<file path="config.mk">
export PLATFORM = sky130hd
export DESIGN_NAME = depth_chain_fifo
export DESIGN_NICKNAME = d
export VERILOG_FILES = /design/src/rtl/fifo_chain_pkg.sv /design/src/rtl/chain_slice_ctrl.sv /design/src/rtl/chain_slice_data.sv /design/src/rtl/chain_slice.sv /design/src/rtl/depth_chain_fifo.sv
export SDC_FILE = /design/constraint.sdc
export NUM_CORES = 1
export LEC_CHECK = 0
export ABC_AREA = 1
export BUFFER_PORTS_ARGS = -buffer_cell sky130_fd_sc_hd__buf_2
export CORE_UTILIZATION = 45
export CTS_CLUSTER_DIAMETER = 40
export CTS_CLUSTER_SIZE = 14
export DETAILED_ROUTE_END_ITERATION = 12
export PLACE_DENSITY = 0.63
export SETUP_SLACK_MARGIN = 0.1
export SLEW_MARGIN = 20
export SYNTH_ARGS = -nofsm -noshare
export SYNTH_HDL_FRONTEND = slang
export SYNTH_SLANG_ARGS = --single-unit
</file>
<file path="constraint.sdc">
create_clock -name clk -period 3.5 [get_ports clk]
set_input_delay 0.525 -clock clk [delete_from_list [all_inputs] [get_ports clk]]
set_output_delay 0.525 -clock clk [all_outputs]
set_load 0.005 [all_outputs]
</file>
<file path="src/rtl/fifo_chain_pkg.sv">
package fifo_chain_pkg;
  // strobes the slice control hands to the slice datapath each cycle
  typedef struct packed {
    logic doWrite;
    logic doRead;
  } slice_strobe_t;
endpackage

</file>
<file path="src/rtl/chain_slice_ctrl.sv">
module chain_slice_ctrl
  import fifo_chain_pkg::*;
#(
  parameter int DEPTH = 4
) (
  input  logic                 clk,
  input  logic                 rstN,
  input  logic                 firstLoadN,
  input  logic                 wrEn,
  input  logic                 rdEn,
  input  logic                 xiWr,
  input  logic                 xiRd,
  output slice_strobe_t        strobe,
  output logic [$clog2(DEPTH)-1:0] wrAddr,
  output logic [$clog2(DEPTH)-1:0] rdAddr,
  output logic                 xoWr,
  output logic                 xoRd,
  output logic                 sliceFullN,
  output logic                 sliceEmptyN,
  output logic                 wrTok,
  output logic                 rdTok
);
  localparam int AW = $clog2(DEPTH);
  localparam int CW = $clog2(DEPTH + 1);
  localparam logic [AW-1:0] LAST_LOC = AW'(DEPTH - 1);
  localparam logic [CW-1:0] FULL_CNT = CW'(DEPTH);

  logic [AW-1:0] wrPtr, rdPtr;
  logic [CW-1:0] count;

  assign sliceFullN     = (count != FULL_CNT);
  assign sliceEmptyN    = (count != '0);
  assign strobe.doWrite = wrEn & wrTok & sliceFullN;
  assign strobe.doRead  = rdEn & rdTok & sliceEmptyN;
  assign xoWr   = strobe.doWrite & (wrPtr == LAST_LOC);
  assign xoRd   = strobe.doRead  & (rdPtr == LAST_LOC);
  assign wrAddr = wrPtr;
  assign rdAddr = rdPtr;

  always_ff @(posedge clk or negedge rstN) begin
    if (!rstN) begin
      wrPtr <= '0;
      rdPtr <= '0;
      count <= '0;
      wrTok <= ~firstLoadN;
      rdTok <= ~firstLoadN;
    end else begin
      if (strobe.doWrite) wrPtr <= xoWr ? '0 : wrPtr + 1'b1;
      if (strobe.doRead)  rdPtr <= xoRd ? '0 : rdPtr + 1'b1;
      case ({strobe.doWrite, strobe.doRead})
        2'b10:   count <= count + 1'b1;
        2'b01:   count <= count - 1'b1;
        default: count <= count;
      endcase
      wrTok <= (wrTok & ~xoWr) | xiWr;
      rdTok <= (rdTok & ~xoRd) | xiRd;
    end
  end


  wr_handoff_chk: assert property (@(posedge clk) disable iff (!rstN)
    xoWr |=> (wrPtr == '0));

  rd_handoff_chk: assert property (@(posedge clk) disable iff (!rstN)
    xoRd |=> (rdPtr == '0));

  slice_bound_chk: assert property (@(posedge clk) disable iff (!rstN)
    count <= FULL_CNT);
endmodule

</file>
<file path="src/rtl/chain_slice_data.sv">
module chain_slice_data
  import fifo_chain_pkg::*;
#(
  parameter int DEPTH = 4,
  parameter int WIDTH = 9
) (
  input  logic                     clk,
  input  logic                     rstN,
  input  slice_strobe_t            strobe,
  input  logic [$clog2(DEPTH)-1:0] wrAddr,
  input  logic [$clog2(DEPTH)-1:0] rdAddr,
  input  logic [WIDTH-1:0]         wrData,
  output logic [WIDTH-1:0]         rdData,
  output logic                     rdValid
);
  logic [WIDTH-1:0] mem [DEPTH];

  always_ff @(posedge clk) begin
    if (strobe.doWrite) mem[wrAddr] <= wrData;
  end

  always_ff @(posedge clk or negedge rstN) begin
    if (!rstN) begin
      rdValid <= 1'b0;
      rdData  <= '0;
    end else begin
      rdValid <= strobe.doRead;
      if (strobe.doRead) rdData <= mem[rdAddr];
    end
  end
endmodule

</file>
<file path="src/rtl/chain_slice.sv">
module chain_slice
  import fifo_chain_pkg::*;
#(
  parameter int DEPTH = 4,
  parameter int WIDTH = 9
) (
  input  logic             clk,
  input  logic             rstN,
  input  logic             firstLoadN,
  input  logic             wrEn,
  input  logic [WIDTH-1:0] wrData,
  input  logic             rdEn,
  input  logic             xiWr,
  input  logic             xiRd,
  output logic             xoWr,
  output logic             xoRd,
  output logic [WIDTH-1:0] rdData,
  output logic             rdValid,
  output logic             sliceFullN,
  output logic             sliceEmptyN,
  output logic             wrTok,
  output logic             rdTok
);
  localparam int AW = $clog2(DEPTH);

  slice_strobe_t strobe;
  logic [AW-1:0] wrAddr, rdAddr;

  chain_slice_ctrl #(.DEPTH(DEPTH)) u_ctrl (
    .clk(clk), .rstN(rstN), .firstLoadN(firstLoadN),
    .wrEn(wrEn), .rdEn(rdEn), .xiWr(xiWr), .xiRd(xiRd),
    .strobe(strobe), .wrAddr(wrAddr), .rdAddr(rdAddr),
    .xoWr(xoWr), .xoRd(xoRd),
    .sliceFullN(sliceFullN), .sliceEmptyN(sliceEmptyN),
    .wrTok(wrTok), .rdTok(rdTok)
  );

  chain_slice_data #(.DEPTH(DEPTH), .WIDTH(WIDTH)) u_data (
    .clk(clk), .rstN(rstN), .strobe(strobe),
    .wrAddr(wrAddr), .rdAddr(rdAddr), .wrData(wrData),
    .rdData(rdData), .rdValid(rdValid)
  );
endmodule

</file>
<file path="src/rtl/depth_chain_fifo.sv">
module depth_chain_fifo #(
  parameter int SLICES      = 3,
  parameter int SLICE_DEPTH = 4,
  parameter int WIDTH       = 9
) (
  input  logic             clk,
  input  logic             rstN,
  input  logic             wrEn,
  input  logic [WIDTH-1:0] wrData,
  output logic             fullN,
  input  logic             rdEn,
  output logic [WIDTH-1:0] rdData,
  output logic             rdValid,
  output logic             emptyN
);
  logic [SLICES-1:0] xoWr, xoRd, validVec, fullVecN, emptyVecN, wrTokVec, rdTokVec;
  logic [WIDTH-1:0]  sliceData [SLICES];

  for (genvar i = 0; i < SLICES; i++) begin : g_slice
    localparam int PREV = (i + SLICES - 1) % SLICES;
    chain_slice #(.DEPTH(SLICE_DEPTH), .WIDTH(WIDTH)) u_slice (
      .clk(clk), .rstN(rstN),
      .firstLoadN((i == 0) ? 1'b0 : 1'b1),
      .wrEn(wrEn), .wrData(wrData), .rdEn(rdEn),
      .xiWr(xoWr[PREV]), .xiRd(xoRd[PREV]),
      .xoWr(xoWr[i]), .xoRd(xoRd[i]),
      .rdData(sliceData[i]), .rdValid(validVec[i]),
      .sliceFullN(fullVecN[i]), .sliceEmptyN(emptyVecN[i]),
      .wrTok(wrTokVec[i]), .rdTok(rdTokVec[i])
    );
  end

  always_comb begin
    rdData = '0;
    for (int i = 0; i < SLICES; i++)
      rdData = rdData | (sliceData[i] & {WIDTH{validVec[i]}});
  end

  assign rdValid = |validVec;
  assign fullN   = |fullVecN;
  assign emptyN  = |emptyVecN;


  wr_token_unique_chk: assert property (@(posedge clk) disable iff (!rstN)
    $countones(wrTokVec) == 1);

  rd_token_unique_chk: assert property (@(posedge clk) disable iff (!rstN)
    $countones(rdTokVec) == 1);

  one_reader_chk: assert property (@(posedge clk) disable iff (!rstN)
    $onehot0(validVec));

  write_unempties_chk: assert property (@(posedge clk) disable iff (!rstN)
    (wrEn && fullN) |=> emptyN);

  empty_read_chk: assert property (@(posedge clk) disable iff (!rstN)
    !emptyN |=> !rdValid);
endmodule

</file>
==> impl_metrics.env, run 1 <==
export IMPL_dp_hpwl_um=10300
export IMPL_overflow=0
export IMPL_n_antenna_cell=0
export IMPL_initial_core_util_pct=46.8
export IMPL_grt_use_total_pct=19.0
export IMPL_die_x_um=131
export IMPL_fin_nets=840
export IMPL_synth_warnings=0
export IMPL_setup_slack_ps=1240
export IMPL_grt_max_degree=32
export IMPL_gp_congestion=0.814
export IMPL_holdCritPathClass="in2async"
export IMPL_p_leak_uw=0.00411
export IMPL_ys_seq_elements=165
export IMPL_skew_ps=6.81
export IMPL_numClockSinks=165
export IMPL_drv_cap=0
export IMPL_path_max_fanout=5
export IMPL_syn_inst=786
export IMPL_die_h_um=131
export IMPL_antenna_found_initial=0
export IMPL_worst_pin_slew_ps=889
export IMPL_ys_async_sr_fraction_pct=34.5
export IMPL_arrival_ps=1740
export IMPL_post_cts_buffers=0
export IMPL_worst_setup_path_end_kind="output port"
export IMPL_hold_viol_final=0
export IMPL_cts_made_buffers=17
export IMPL_drtAntennaViolNets=0
export IMPL_dr_pass1_iters=7
export IMPL_num_vias=4845
export IMPL_whs_ps=185
export IMPL_routed_wl_um=15200
export IMPL_synth_distinct_cells=22
export IMPL_ys_flop_type="edfxtp_1"
export IMPL_drc=0
export IMPL_grt_pass1_vias=4785
export IMPL_ys_seq_area_share_pct=62.2
export IMPL_total_power_uw=4020
export IMPL_dp_worst_setup_slack_ps=1260
export IMPL_synth_area_leaders="edfxtp_1 (43%), dfrtp_1 (18%), nand2_1 (15%), inv_1 (7.6%), nand3_1 (5.2%)"
export IMPL_wl_per_cell_um=14.7
export IMPL_cp_required_ps=2970
export IMPL_synth_net_count=820
export IMPL_area_growth_pct=10.7
export IMPL_seq_area_um2=4670
export IMPL_ir_drop_uv=315
export IMPL_fmax_mhz=442
export IMPL_drive_gt1_share_pct=8.67
export IMPL_die_area_um2=17200
export IMPL_grt_pass1_wl_um=24600
export IMPL_synth_common_cells="nand2_1 (295), inv_1 (153), edfxtp_1 (108), nand3_1 (78), dfrtp_1 (55)"
export IMPL_cts_clk_slew_worst_paths_ps=60
export IMPL_period_share_pct=64.6
export IMPL_start_kind="flip-flop"
export IMPL_cts_tree="done"
export IMPL_cts_root_buf="clkbuf_16"
export IMPL_fill_cells=1428
export IMPL_avgSynthCellArea_um2=9.55
export IMPL_fp_coreArea_um2=16100
export IMPL_rsz0062_at_grt="false"
export IMPL_final_setup_tns_ps=0
export IMPL_io_buffers=24
export IMPL_fin_crit_ps=2260
export IMPL_relSlewSlack_pct=40.5
export IMPL_fp_row_count=46
export IMPL_yosys_area_top_type="edfxtp_1"
export IMPL_dpl_cell_area_um2=7700
export IMPL_yosys_area_top_type_share_pct=43.2
export IMPL_p_per_area_nw_per_um2=483
export IMPL_cts_resized=0
export IMPL_clk_latency_ps=420
export IMPL_postLayoutCellArea_um2=8310
export IMPL_clockBufferDepth=2
export IMPL_path_class="reg2out"
export IMPL_multiInputGateArea_um2=2010
export IMPL_h_tree_depth=4
export IMPL_drt_iter0_markers=370
export IMPL_synth_most_common_cell="nand2_1"
export IMPL_hold_buffers=0
export IMPL_status="complete, no violations"
export IMPL_ios=25
export IMPL_routed_via_density=4.68
export IMPL_synth_area_um2=7510
export IMPL_setup_violations_final=0
export IMPL_synth_edf_count=108
export IMPL_drv_slew=0
-- power by group --
group	switching [uW]	leakage (uW)	internal [uW]
clock	725	0.000305	1170
combinational	38.0	0.00208	5.68
sequential	0	0.00173	2080
-- worst paths after layout --
path | start | end | slack [ps] | depth (start not counted)
max | g_slice[0].u_slice.u_ctrl.count[1] | fullN | 1240 | 5
min | rstN | g_slice[0].u_slice.u_ctrl.wrAddr[1] | 190 | 1
max reg2reg | g_slice[0].u_slice.u_ctrl.count[1] | g_slice[0].u_slice.u_ctrl.count[2] | 1290 | 10
min reg2reg | g_slice[0].u_slice.u_ctrl.rdTok | g_slice[0].u_slice.u_ctrl.rdTok | 460 | 2
max in group asynchronous | rstN | g_slice[0].u_slice.u_data.rdValid | 2460 | 2
min in group clk | g_slice[0].u_slice.u_ctrl.rdTok | g_slice[0].u_slice.u_ctrl.rdTok | 460 | 2
-- flip-flops by register name, summed over array words and instances, names as in the netlist --
signal                          cells
g_slice.u_slice.u_ctrl.wrAddr       6
g_slice.u_slice.u_data.mem        108
g_slice.u_slice.u_ctrl.rdTok        3
g_slice.u_slice.u_ctrl.count        9
g_slice.u_slice.u_data.rdData      27
g_slice.u_slice.u_data.rdValid      3
g_slice.u_slice.u_ctrl.rdAddr       6
g_slice.u_slice.u_ctrl.wrTok        3
-- worst max-delay path, stage by stage (launching register included) --
cell     delay (ps)
dfrtp_1         380
inv_1           130
nand3_1         240
nor2_1          210
nand4_1         180
buf_2           180
-- cell usage in the layout, fill, tap and decap left out, drive strengths merged --
master    n
nor2     11
or3       1
nand2   298
nand3    81
ha       18
xor2      3
edfxtp  108
fa        3
o21ai     6
bufinv    1
nand4     7
clkinv    6
inv     165
xnor2     3
dfrtp    55
buf      25
dfstp     2
clkbuf   26
-- routing by layer --
metal / track usage, % / vias to the layer above / part of all wire [%]
met2: 29.1 / 117 / 46
li1: - / 2459 / -
met1: 26.1 / 2245 / 47
met5: 0 / - / 0
met4: 7.25 / 0 / 1.6
met3: 4.63 / 24 / 5.2
-- metrics by stage --
step / instances / util, %
finish: 1035 / 51.8
global route: 1035 / 51.8
CTS: 1035 / 51.8
detailed placement: 1003 / 47.9
global placement: 1003 / 47.9
floorplan: 786 / -
-- cells by family after synthesis --
group                      Yosys count  share of synthesized area, %
buffers and inverters              190                          11.0
AOI/OAI and AO/OA                    6                         0.400
and+or+nand+nor                    398                          21.8
adders and majority gates           21                          3.80
DFF                                165                          62.2
xor gates and xnor gates             6                         0.700
-- cell type report --
type / count / area share [%]
flip-flops and latches: 165 / 56.2
multi-input cells: 431 / 24.1
inverters: 166 / 7.50
clock buffers: 26 / 6.67
well taps: 216 / 3.25
repair buffers: 25 / 1.54
clock inverters: 6 / 0.693
No activity file was read; power rests on OpenSTA's default activity.
==> inputs of run 2 (changes only) <==
- clock period: 3.5 -> 2.2 ns (I/O delays scaled with it)
==> run 2 against run 1 <==
  * Setup slack got worse by 940 ps
  * Routed wire length fell by 3.2%
  * Combinational power rose by 57%
  * Power rose by 55%
  * Clock skew rose by 3.9 ps
  * First-iteration DRC count fell by 15%
  * Worst hold slack improved by 92 ps
  * Sequential power rose by 59%
  * Largest cell class unchanged
  * Count of clock-buffer cells in the layout fell by 3
  * Largest power group unchanged
  * Clock power rose by 50%
==> impl_metrics.env, run 2 (synthesized netlist as in run 1, its figures left out) <==
export IMPL_status="complete, no violations"
export IMPL_setup_violations_final=0
export IMPL_period_share_pct=86.6
export IMPL_layout_commonest_cell="nand2_1"
export IMPL_whs_endpoint="g_slice[0].u_slice.u_data.mem[1][2]"
export IMPL_relSlewSlack_pct=63.2
export IMPL_drt_iter0_markers=315
export IMPL_num_vias=4886
export IMPL_drive_gt1_share_pct=11.1
export IMPL_combPwrFrac_pct=1.1
export IMPL_die_x_um=131
export IMPL_dr_pass1_iters=5
export IMPL_rsz0062_at_grt="false"
export IMPL_drtAntennaViolNets=0
export IMPL_grt_pass1_wl_um=24400
export IMPL_hold_depth=1
export IMPL_critPathMaxStageDelay_ps=400
export IMPL_cts_clk_slew_worst_paths_ps=70
export IMPL_crit_chain="inv_2 -> nand3_1 -> nand2_1 -> ha_1 -> inv_1 -> fa_1 -> nand2_1 -> nand3_1 -> xor2_1"
export IMPL_gp_congestion=0.780
export IMPL_arrival_ps=2210
export IMPL_fin_nets=859
export IMPL_grt_max_degree=37
export IMPL_clockPowerShare_pct=45.6
export IMPL_start_kind="flip-flop"
export IMPL_rr_startpoint="g_slice[2].u_slice.u_ctrl.count[0]"
export IMPL_drv_cap=0
export IMPL_cts_made_buffers=17
export IMPL_numClockSinks=165
export IMPL_antenna_found_initial=0
export IMPL_seqPwrFrac_pct=53.3
export IMPL_initial_core_util_pct=46.8
export IMPL_ir_drop_uv=523
export IMPL_fin_util_pct=52.5
export IMPL_r2r_end="g_slice[2].u_slice.u_ctrl.count[2]"
export IMPL_worst_pin_slew_ps=552
export IMPL_max_flop_register="g_slice.u_slice.u_data.mem"
export IMPL_p_leak_uw=0.00419
export IMPL_wl_per_cell_um=13.9
export IMPL_fp_row_count=46
export IMPL_dp_cells=1021
export IMPL_p_switching_uw=1250
export IMPL_largest_register_ffs=108
export IMPL_power_switching_share_pct=20.1
export IMPL_area_growth_pct=12.4
export IMPL_overflow=0
export IMPL_n_antenna_cell=0
export IMPL_die_area_um2=17200
export IMPL_grt_pass1_vias=4762
export IMPL_drc=0
export IMPL_drv_slew=0
export IMPL_fp_coreArea_um2=16100
export IMPL_r2r_cells=9
export IMPL_skew_ps=10.8
export IMPL_cts_tree="done"
export IMPL_post_cts_buffers=0
export IMPL_routed_via_density=4.64
export IMPL_hold_viol_final=0
export IMPL_path_max_fanout=6
export IMPL_cp_required_ps=2510
export IMPL_p_int_uw=4970
export IMPL_routed_wl_um=14700
export IMPL_cts_root_buf="clkbuf_16"
export IMPL_final_setup_tns_ps=0
export IMPL_dp_hpwl_um=10100
export IMPL_grt_use_total_pct=18.6
export IMPL_fill_cells=1459
export IMPL_slowest_stage="dfrtp_1"
export IMPL_fmax_mhz=525
export IMPL_io_buffers=24
export IMPL_min_delay_start="wrData[2]"
export IMPL_fin_crit_ps=1900
export IMPL_largestRegisters="g_slice.u_slice.u_data.mem: 108 flops, g_slice.u_slice.u_data.rdData: 27 flops, g_slice.u_slice.u_ctrl.count: 9 flops"
export IMPL_h_tree_depth=4
export IMPL_clk_latency_ps=420
export IMPL_worst_setup_path_end_kind="flip-flop"
export IMPL_mostFrequentLayoutCells="nand2_1 (293), inv_1 (153), edfxtp_1 (108)"
export IMPL_p_per_area_nw_per_um2=737
export IMPL_path_class="reg2reg"
export IMPL_die_h_um=131
export IMPL_holdCritPathClass="in2reg"
export IMPL_reg2reg_slack_ps=300
export IMPL_postLayoutCellArea_um2=8440
export IMPL_dpl_cell_area_um2=7850
export IMPL_ios=25
export IMPL_layout_cells_non_filler=1054
export IMPL_clockBufferDepth=2
[run 2: changes by cell type in the layout (fill, tap and decap cells not counted), sizes merged]
cell         delta
buf            +18
clkbuf          -3
clkinv          +2
clkinvlp        +2
bufinv          -1
dlygate4sd3     +1
[run 2: power groups by stage]
stage | sequential (uW) | combinational, uW | clock (uW)
floorplan | 3380 | 0.103 | 0
global placement | 3370 | 69.4 | 0
detailed placement | 3370 | 71.1 | 0
CTS | 3310 | 72.5 | 2880
global route | 3310 | 77.4 | 3020
finish | 3310 | 68.7 | 2840
[run 2: metrics by stage]
step	hold WS, ps	worst slack (ps)	power, uW
floorplan	34.4	344	3380
global placement	351	305	3440
global route	266	121	6410
detailed placement	354	247	3440
finish	277	295	6210
CTS	269	238	6270
[run 2: what timing repair did]
action,4_1_cts,5_1_grt
resized for setup,0,2
hold buffers,1,0
hold endpoints to repair,19,0
endpoints found under the setup margin,0,2
[run 2: layout make-up]
cell class,instances,area [um2],share of cell area (%)
Sequential cell,165,4670,55.4
Multi-Input combinational cell,431,2010,23.8
Inverter,166,623,7.38
Clock buffer,23,510,6.05
Timing Repair Buffer,44,285,3.38
Tap cell,216,270,3.20
Clock inverter,9,66.3,0.786
[run 2: layer usage]
layer	share of wire, %	track usage (%)	up-vias
li1	-	-	2496
met1	48	25.7	2304
met2	47	29.3	74
met3	3.7	4.17	12
met4	1.2	5.69	0
met5	0	0	-
[run 2: worst max-delay path, delay by kind of cell, from the launching register on]
kind | cells | cell delay (ps)
fa+ha+maj | 2 | 590
simple gates | 4 | 500
flops | 1 | 400
buf+inv | 2 | 170
xor+xnor | 1 | 140
[run 2: worst max-delay path by stage]
stage / start / cells after the start / end / slack, ps
after floorplan: g_slice[0].u_slice.u_ctrl.rdTok / 11 / g_slice[0].u_slice.u_ctrl.count[2] / 340
after global placement: g_slice[0].u_slice.u_ctrl.count[1] / 9 / g_slice[0].u_slice.u_ctrl.count[2] / 310
after detailed placement: g_slice[1].u_slice.u_ctrl.count[1] / 9 / g_slice[1].u_slice.u_ctrl.count[2] / 250
after CTS: g_slice[0].u_slice.u_ctrl.count[1] / 9 / g_slice[0].u_slice.u_ctrl.count[2] / 240
after global routing: g_slice[0].u_slice.u_ctrl.count[1] / 9 / g_slice[0].u_slice.u_ctrl.count[2] / 120
final: g_slice[2].u_slice.u_ctrl.count[0] / 9 / g_slice[2].u_slice.u_ctrl.count[2] / 300
